[config.mk]
export PLATFORM = sky130hd
export DESIGN_NAME = cof_trace_fifo
export DESIGN_NICKNAME = d
export VERILOG_FILES = /design/src/rtl/cof_trace_pkg.sv /design/src/rtl/cof_event_qual.sv /design/src/rtl/cof_trace_ctrl.sv /design/src/rtl/cof_trace_store.sv /design/src/rtl/cof_trace_fifo.sv
export SDC_FILE = /design/constraint.sdc
export NUM_CORES = 1
export LEC_CHECK = 0
export ABC_AREA = 1
export CAP_MARGIN = 20
export CORE_MARGIN = 3
export CORE_UTILIZATION = 46
export CTS_CLUSTER_SIZE = 8
export DETAILED_ROUTE_END_ITERATION = 10
export PLACE_DENSITY_LB_ADDON = 0.3
export SETUP_SLACK_MARGIN = 0.02
export SLEW_MARGIN = 40
export SYNTH_ARGS = -nofsm -noshare
export SYNTH_HDL_FRONTEND = slang
export SYNTH_SLANG_ARGS = --single-unit
[constraint.sdc]
create_clock -name clk -period 5.35 [get_ports clk]
set_clock_uncertainty 0.05 [all_clocks]
set_input_delay 0.535 -clock clk [delete_from_list [all_inputs] [get_ports clk]]
set_output_delay 0.535 -clock clk [all_outputs]
set_load 0.02 [all_outputs]
[src/rtl/cof_trace_pkg.sv]
package cof_trace_pkg;
    typedef enum logic [2:0] {
        ST_IDLE,
        ST_WAIT_TRIG,
        ST_CAPTURE,
        ST_PRE_TRIG,
        ST_FROZEN
    } trace_state_t;
endpackage

[src/rtl/cof_event_qual.sv]
module cof_event_qual (
    input  logic bus_valid,
    input  logic bus_free,
    input  logic cof_taken,
    output logic evt
);
    // A storable event: a real bus cycle that carries a control transfer
    always_comb begin
        evt = bus_valid & cof_taken & ~bus_free;
    end
endmodule

[src/rtl/cof_trace_ctrl.sv]
module cof_trace_ctrl
    import cof_trace_pkg::*;
#(
    parameter int DEPTH = 8,
    parameter int CNT_W = 4
) (
    input  logic             clk,
    input  logic             rst_n,
    input  logic             arm,
    input  logic             end_mode,
    input  logic             trig,
    input  logic             evt,
    input  logic [CNT_W-1:0] level,
    output logic             rec_en,
    output logic             wrap_en,
    output logic             pop_ok,
    output logic             full
);
    localparam logic [CNT_W-1:0] LAST_SLOT = CNT_W'(DEPTH - 1);

    trace_state_t state_q, state_d;
    logic         fill_done;

    always_comb begin
        fill_done = (state_q == ST_CAPTURE) && evt && (level == LAST_SLOT);
    end

    // next-state logic
    always_comb begin
        state_d = state_q;
        if (arm) begin
            state_d = end_mode ? ST_PRE_TRIG : ST_WAIT_TRIG;
        end else begin
            unique case (state_q)
                ST_IDLE:      state_d = ST_IDLE;
                ST_WAIT_TRIG: if (trig) state_d = ST_CAPTURE;
                ST_CAPTURE:   if (fill_done) state_d = ST_FROZEN;
                ST_PRE_TRIG:  if (trig) state_d = ST_FROZEN;
                ST_FROZEN:    state_d = ST_FROZEN;
                default:      state_d = ST_IDLE;
            endcase
        end
    end

    // state register
    always_ff @(posedge clk or negedge rst_n) begin
        if (!rst_n) begin
            state_q <= ST_IDLE;
        end else begin
            state_q <= state_d;
        end
    end

    always_ff @(posedge clk or negedge rst_n) begin
        if (!rst_n) begin
            full <= 1'b0;
        end else if (arm) begin
            full <= 1'b0;
        end else if (fill_done) begin
            full <= 1'b1;
        end
    end

    // outputs decoded from state
    always_comb begin
        rec_en  = 1'b0;
        wrap_en = 1'b0;
        pop_ok  = 1'b0;
        unique case (state_q)
            ST_IDLE:      pop_ok = 1'b1;
            ST_WAIT_TRIG: ;
            ST_CAPTURE:   rec_en = 1'b1;
            ST_PRE_TRIG: begin
                rec_en  = 1'b1;
                wrap_en = 1'b1;
            end
            ST_FROZEN:    pop_ok = 1'b1;
            default:      ;
        endcase
    end


    full_hold_chk: assert property (@(posedge clk) disable iff (!rst_n)
        (full && !arm) |=> full);


    full_frozen_chk: assert property (@(posedge clk) disable iff (!rst_n)
        full |-> (state_q == ST_FROZEN));
endmodule

[src/rtl/cof_trace_store.sv]
module cof_trace_store #(
    parameter int DEPTH  = 8,
    parameter int DATA_W = 16,
    parameter int PTR_W  = 3,
    parameter int CNT_W  = 4
) (
    input  logic              clk,
    input  logic              rst_n,
    input  logic              clear,
    input  logic              wr,
    input  logic              wrap,
    input  logic              pop,
    input  logic [DATA_W-1:0] wdata,
    output logic [CNT_W-1:0]  level,
    output logic [DATA_W-1:0] rdata
);
    localparam logic [CNT_W-1:0] CAP      = CNT_W'(DEPTH);
    localparam logic [PTR_W-1:0] PTR_LAST = PTR_W'(DEPTH - 1);

    logic [DATA_W-1:0] mem [DEPTH];
    logic [PTR_W-1:0]  wr_ptr, rd_ptr;
    logic              at_cap, do_wr, do_drop, do_pop;

    function automatic logic [PTR_W-1:0] nxt(input logic [PTR_W-1:0] p);
        return (p == PTR_LAST) ? '0 : p + 1'b1;
    endfunction

    always_comb begin
        at_cap  = (level == CAP);
        do_wr   = wr && (!at_cap || wrap);
        do_drop = do_wr && at_cap;
        do_pop  = pop && (level != '0) && !do_wr;
    end

    always_ff @(posedge clk) begin
        if (do_wr && !clear) begin
            mem[wr_ptr] <= wdata;
        end
    end

    always_ff @(posedge clk or negedge rst_n) begin
        if (!rst_n) begin
            wr_ptr <= '0;
            rd_ptr <= '0;
            level  <= '0;
        end else if (clear) begin
            wr_ptr <= '0;
            rd_ptr <= '0;
            level  <= '0;
        end else begin
            if (do_wr) wr_ptr <= nxt(wr_ptr);
            if (do_drop || do_pop) rd_ptr <= nxt(rd_ptr);
            if (do_wr && !do_drop) level <= level + 1'b1;
            else if (do_pop) level <= level - 1'b1;
        end
    end

    always_comb begin
        rdata = (level == '0) ? '0 : mem[rd_ptr];
    end


    level_bound_chk: assert property (@(posedge clk) disable iff (!rst_n)
        level <= CAP);


    empty_pop_chk: assert property (@(posedge clk) disable iff (!rst_n)
        (pop && level == '0 && !clear && !wr) |=> (level == '0));
endmodule

[src/rtl/cof_trace_fifo.sv]
module cof_trace_fifo #(
    parameter int DEPTH  = 8,
    parameter int ADDR_W = 16
) (
    input  logic                      clk,
    input  logic                      rst_n,
    input  logic                      arm,
    input  logic                      end_mode,
    input  logic                      trig,
    input  logic                      bus_valid,
    input  logic                      bus_free,
    input  logic                      cof_taken,
    input  logic [ADDR_W-1:0]         bus_addr,
    input  logic                      rd_pop,
    output logic [ADDR_W-1:0]         rd_data,
    output logic [$clog2(DEPTH+1)-1:0] count,
    output logic                      full
);
    localparam int PTR_W = (DEPTH > 1) ? $clog2(DEPTH) : 1;
    localparam int CNT_W = $clog2(DEPTH + 1);

    logic evt, rec_en, wrap_en, pop_ok;

    cof_event_qual u_qual (
        .bus_valid (bus_valid),
        .bus_free  (bus_free),
        .cof_taken (cof_taken),
        .evt       (evt)
    );

    cof_trace_ctrl #(
        .DEPTH (DEPTH),
        .CNT_W (CNT_W)
    ) u_ctrl (
        .clk      (clk),
        .rst_n    (rst_n),
        .arm      (arm),
        .end_mode (end_mode),
        .trig     (trig),
        .evt      (evt),
        .level    (count),
        .rec_en   (rec_en),
        .wrap_en  (wrap_en),
        .pop_ok   (pop_ok),
        .full     (full)
    );

    cof_trace_store #(
        .DEPTH  (DEPTH),
        .DATA_W (ADDR_W),
        .PTR_W  (PTR_W),
        .CNT_W  (CNT_W)
    ) u_store (
        .clk   (clk),
        .rst_n (rst_n),
        .clear (arm),
        .wr    (evt && rec_en),
        .wrap  (wrap_en),
        .pop   (rd_pop && pop_ok),
        .wdata (bus_addr),
        .level (count),
        .rdata (rd_data)
    );


    arm_clear_chk: assert property (@(posedge clk) disable iff (!rst_n)
        arm |=> (count == '0 && !full));


    free_skip_chk: assert property (@(posedge clk) disable iff (!rst_n)
        (rec_en && bus_free && !arm) |=> $stable(count));


    busy_pop_chk: assert property (@(posedge clk) disable iff (!rst_n)
        (rd_pop && !pop_ok && !arm && !evt) |=> $stable(count));


    pop_dec_chk: assert property (@(posedge clk) disable iff (!rst_n)
        (rd_pop && pop_ok && count != '0 && !arm) |=> (count == $past(count) - 1'b1));
endmodule

==> flow_metrics.py <==
metrics = {
    "clocking": {
        "post_cts_buffers": 0,
        "cts_made_buffers": 17,
        "cts_buffer_depth": 2,
        "cts_tree": "yes",
        "clockRootBuffer": "clkbuf_16",
        "cts_resized": 0,
        "cts.reportedPaths.clkPinSlew_ns": 0.06,
        "cts_sinks": 142,
        "clock_latency_ns": 0.42,
        "hold_buffers": 0,
        "htreeDepth": 4,
    },
    "sta": {
        "maxSlewHeadroom_pct": 53.64,
        "fin_crit_ns": 3.382,
        "hold_slack_ns": 0.4711,
        "tns_ns": 0,
        "drv_slew": 0,
        "hold_viol_final": 0,
        "worst_pin_slew_ns": 0.6947,
        "setup_viol_count_final": 0,
        "fin_crit_sh_pct": 63.21,
        "fmax_mhz": 295.7,
        "rsz0062_at_grt": "false",
    },
    "synth": {
        "syn-cell-area_um2": 6018,
        "syn_avg_cell_area_um2": 11.46,
        "yosys_warnings": 0,
        "ys_types": 29,
        "synth_cells": 525,
        "ys_ff_latch": 142,
        "synth_nets": 557,
        "seq_area_frac_synth_pct": 69.69,
    },
    "run": {
        "maxCapViolCount": 0,
    },
    "setup_path": {
        "critPathKind": "register to output pin",
        "crit_arrival_ns": 2.80,
        "critPathLaunch": "u_store.rd_ptr[1]",
        "crit_path_end_kind": "output pin",
        "required_ns": 4.76,
        "cp_max_fo": 37,
        "critPathLaunchType": "register",
        "r2r-start": "u_ctrl.state_q[2]",
    },
    "floorplanning": {
        "core_area_um2": 12720,
        "initial_core_util_pct": 47.31,
        "die_h_um": 120.4,
        "ioPinCount": 46,
        "die_w_um": 120.4,
        "dieArea_um2": 14490,
        "rows": 41,
    },
    "global_routing": {
        "grt_pass1_wl_um": 19880,
        "grt_pass1_vias": 3849,
        "grt_max_degree": 68,
        "overflow": 0,
        "antenna_found_initial": 0,
        "gr-usage-all-layers_pct": 18.11,
    },
    "detailed_routing": {
        "via_per_inst": 5.266,
        "postRouteAntennaNets": 0,
        "drt_iter0_markers": 467,
        "wirelength_um": 12510,
        "wl_per_cell_um": 16.51,
        "dr.pass1.iters": 5,
        "vias": 3992,
        "drc_errors": 0,
    },
    "layout": {
        "final_area_um2": 7213,
        "layout.cells.non_filler": 758,
        "drive_gt1_share_pct": 11.77,
        "nNetsFinal": 606,
        "n_fill_cell": 1089,
        "syn_to_final_growth_pct": 19.85,
        "antenna_cells": 0,
    },
    "power_and_ir_drop": {
        "power_density_nw_per_um2": 416.7,
        "total_power_uw": 3006,
        "power.leakage_uw": 0.002531,
        "vdd_ir_drop_max_mv": 0.2422,
    },
    "placed_design": {
        "post_dp_cell_area_um2": 6641,
        "placed_cells": 727,
        "dpl.hpwl_um": 6991,
        "io_buffers": 45,
        "place.gp.congestion": 0.7714,
    },
    "worst_hold_path": {
        "hp-class": "primary input to asynchronous set/reset pin",
    },
    "outcome": {
        "outcome": "finished clean",
    },
}
report_power, final:
part,total (µW),switching [µW],leakage [µW],internal (µW)
logic,606,370,0.000920,236
clock network,1130,450,0.000278,683
registers,1270,42.6,0.00133,1220
total,3010,863,0.00253,2140
registers in the layout, indices dropped and copies added, names as in the netlist:
signal,flops
u_ctrl.full,1
u_ctrl.state_q,3
u_store.level,4
u_store.mem,128
u_store.rd_ptr,3
u_store.wr_ptr,3
logic make-up after synthesis:
family | Yosys count | share of synthesized area [%]
AO/OA/AOI/OAI | 123 | 10.33
XOR/XNOR | 1 | 0.1456
adder cells (fa/ha/maj) | 7 | 1.580
buffers and inverters | 44 | 3.888
flip-flops | 142 | 69.69
AND/OR/NAND/NOR | 208 | 14.37
metal layers:
metal	global-route usage, %	vias up	share of wire [%]
met3	4.022	17	4.9
li1	-	1935	-
met4	7.224	0	1.4
met1	24.54	1933	45
met2	28.64	107	49
met5	0	-	0
cells in the mapped netlist (all sizes together):
cell type / instances / area (µm²)
nor3: 10 / 50.05
ha: 6 / 75.07
nand2: 38 / 157.7
nand4: 1 / 6.260
fa: 1 / 20.02
dfrtp: 14 / 350.3
nor2: 144 / 563.0
edfxtp: 128 / 3844
o21ai: 120 / 600.6
buf: 18 / 133.9
a21oi: 2 / 13.76
xnor2: 1 / 8.760
nand3b: 1 / 7.510
clkbuf: 7 / 28.78
nand3: 14 / 80.08
inv: 19 / 71.31
a21boi: 1 / 7.510
worst max-delay path, stage by stage (launching register included):
cell,delay [ns]
dfrtp_2,0.78
buf_4,0.41
o21ai_0,0.16
o21ai_1,0.15
o21ai_1,0.07
nor2_1,0.15
clkdlybuf4s50_1,0.65
worst paths after layout:
path | end | slack, ns | cells after the start
setup / recovery | rd_data[10] | 1.97 | 6
hold / removal | u_ctrl.full | 0.47 | 1
setup reg to reg | u_store.mem[7][10] | 3.38 | 8
hold reg to reg | u_ctrl.full | 0.47 | 2
max in group asynchronous | u_store.rd_ptr[1] | 4.31 | 1
min in group clk | u_ctrl.full | 0.47 | 2
layout by cell type (no fill, tap or decap), drive strengths merged, types with 2 or more instances in the layout:
master         Yosys  final
edfxtp           128    128
o21ai            120    120
clkinvlp           0      2
nor3              10     10
nand3             14     14
clkdlybuf4s50      0     45
clkinv             0      8
clkbuf             7     17
buf               18     10
ha                 6      6
bufinv             0      2
inv               19     21
dfrtp             14     14
nand2             38     38
nor2             144    144
a21oi              2      2
metrics by stage:
stage | utilization [%] | worst slack (ns)
finish | 56.70 | 1.968
CTS | 56.69 | 1.919
global placement | 52.17 | 2.041
floorplan | - | 2.628
detailed placement | 52.20 | 2.387
global route | 56.70 | 1.766
cell type report:
cell class / instances / area (µm²) / share of cell area, %
clock buffer: 17 / 425.4 / 5.898
clock inverter: 14 / 145.1 / 2.012
inverter: 19 / 73.82 / 1.023
multi-input combinational: 339 / 1630 / 22.60
sequential: 142 / 4198 / 58.20
tap: 172 / 215.2 / 2.984
timing repair buffer: 55 / 525.5 / 7.285
Power figures use the tool's default switching activity.
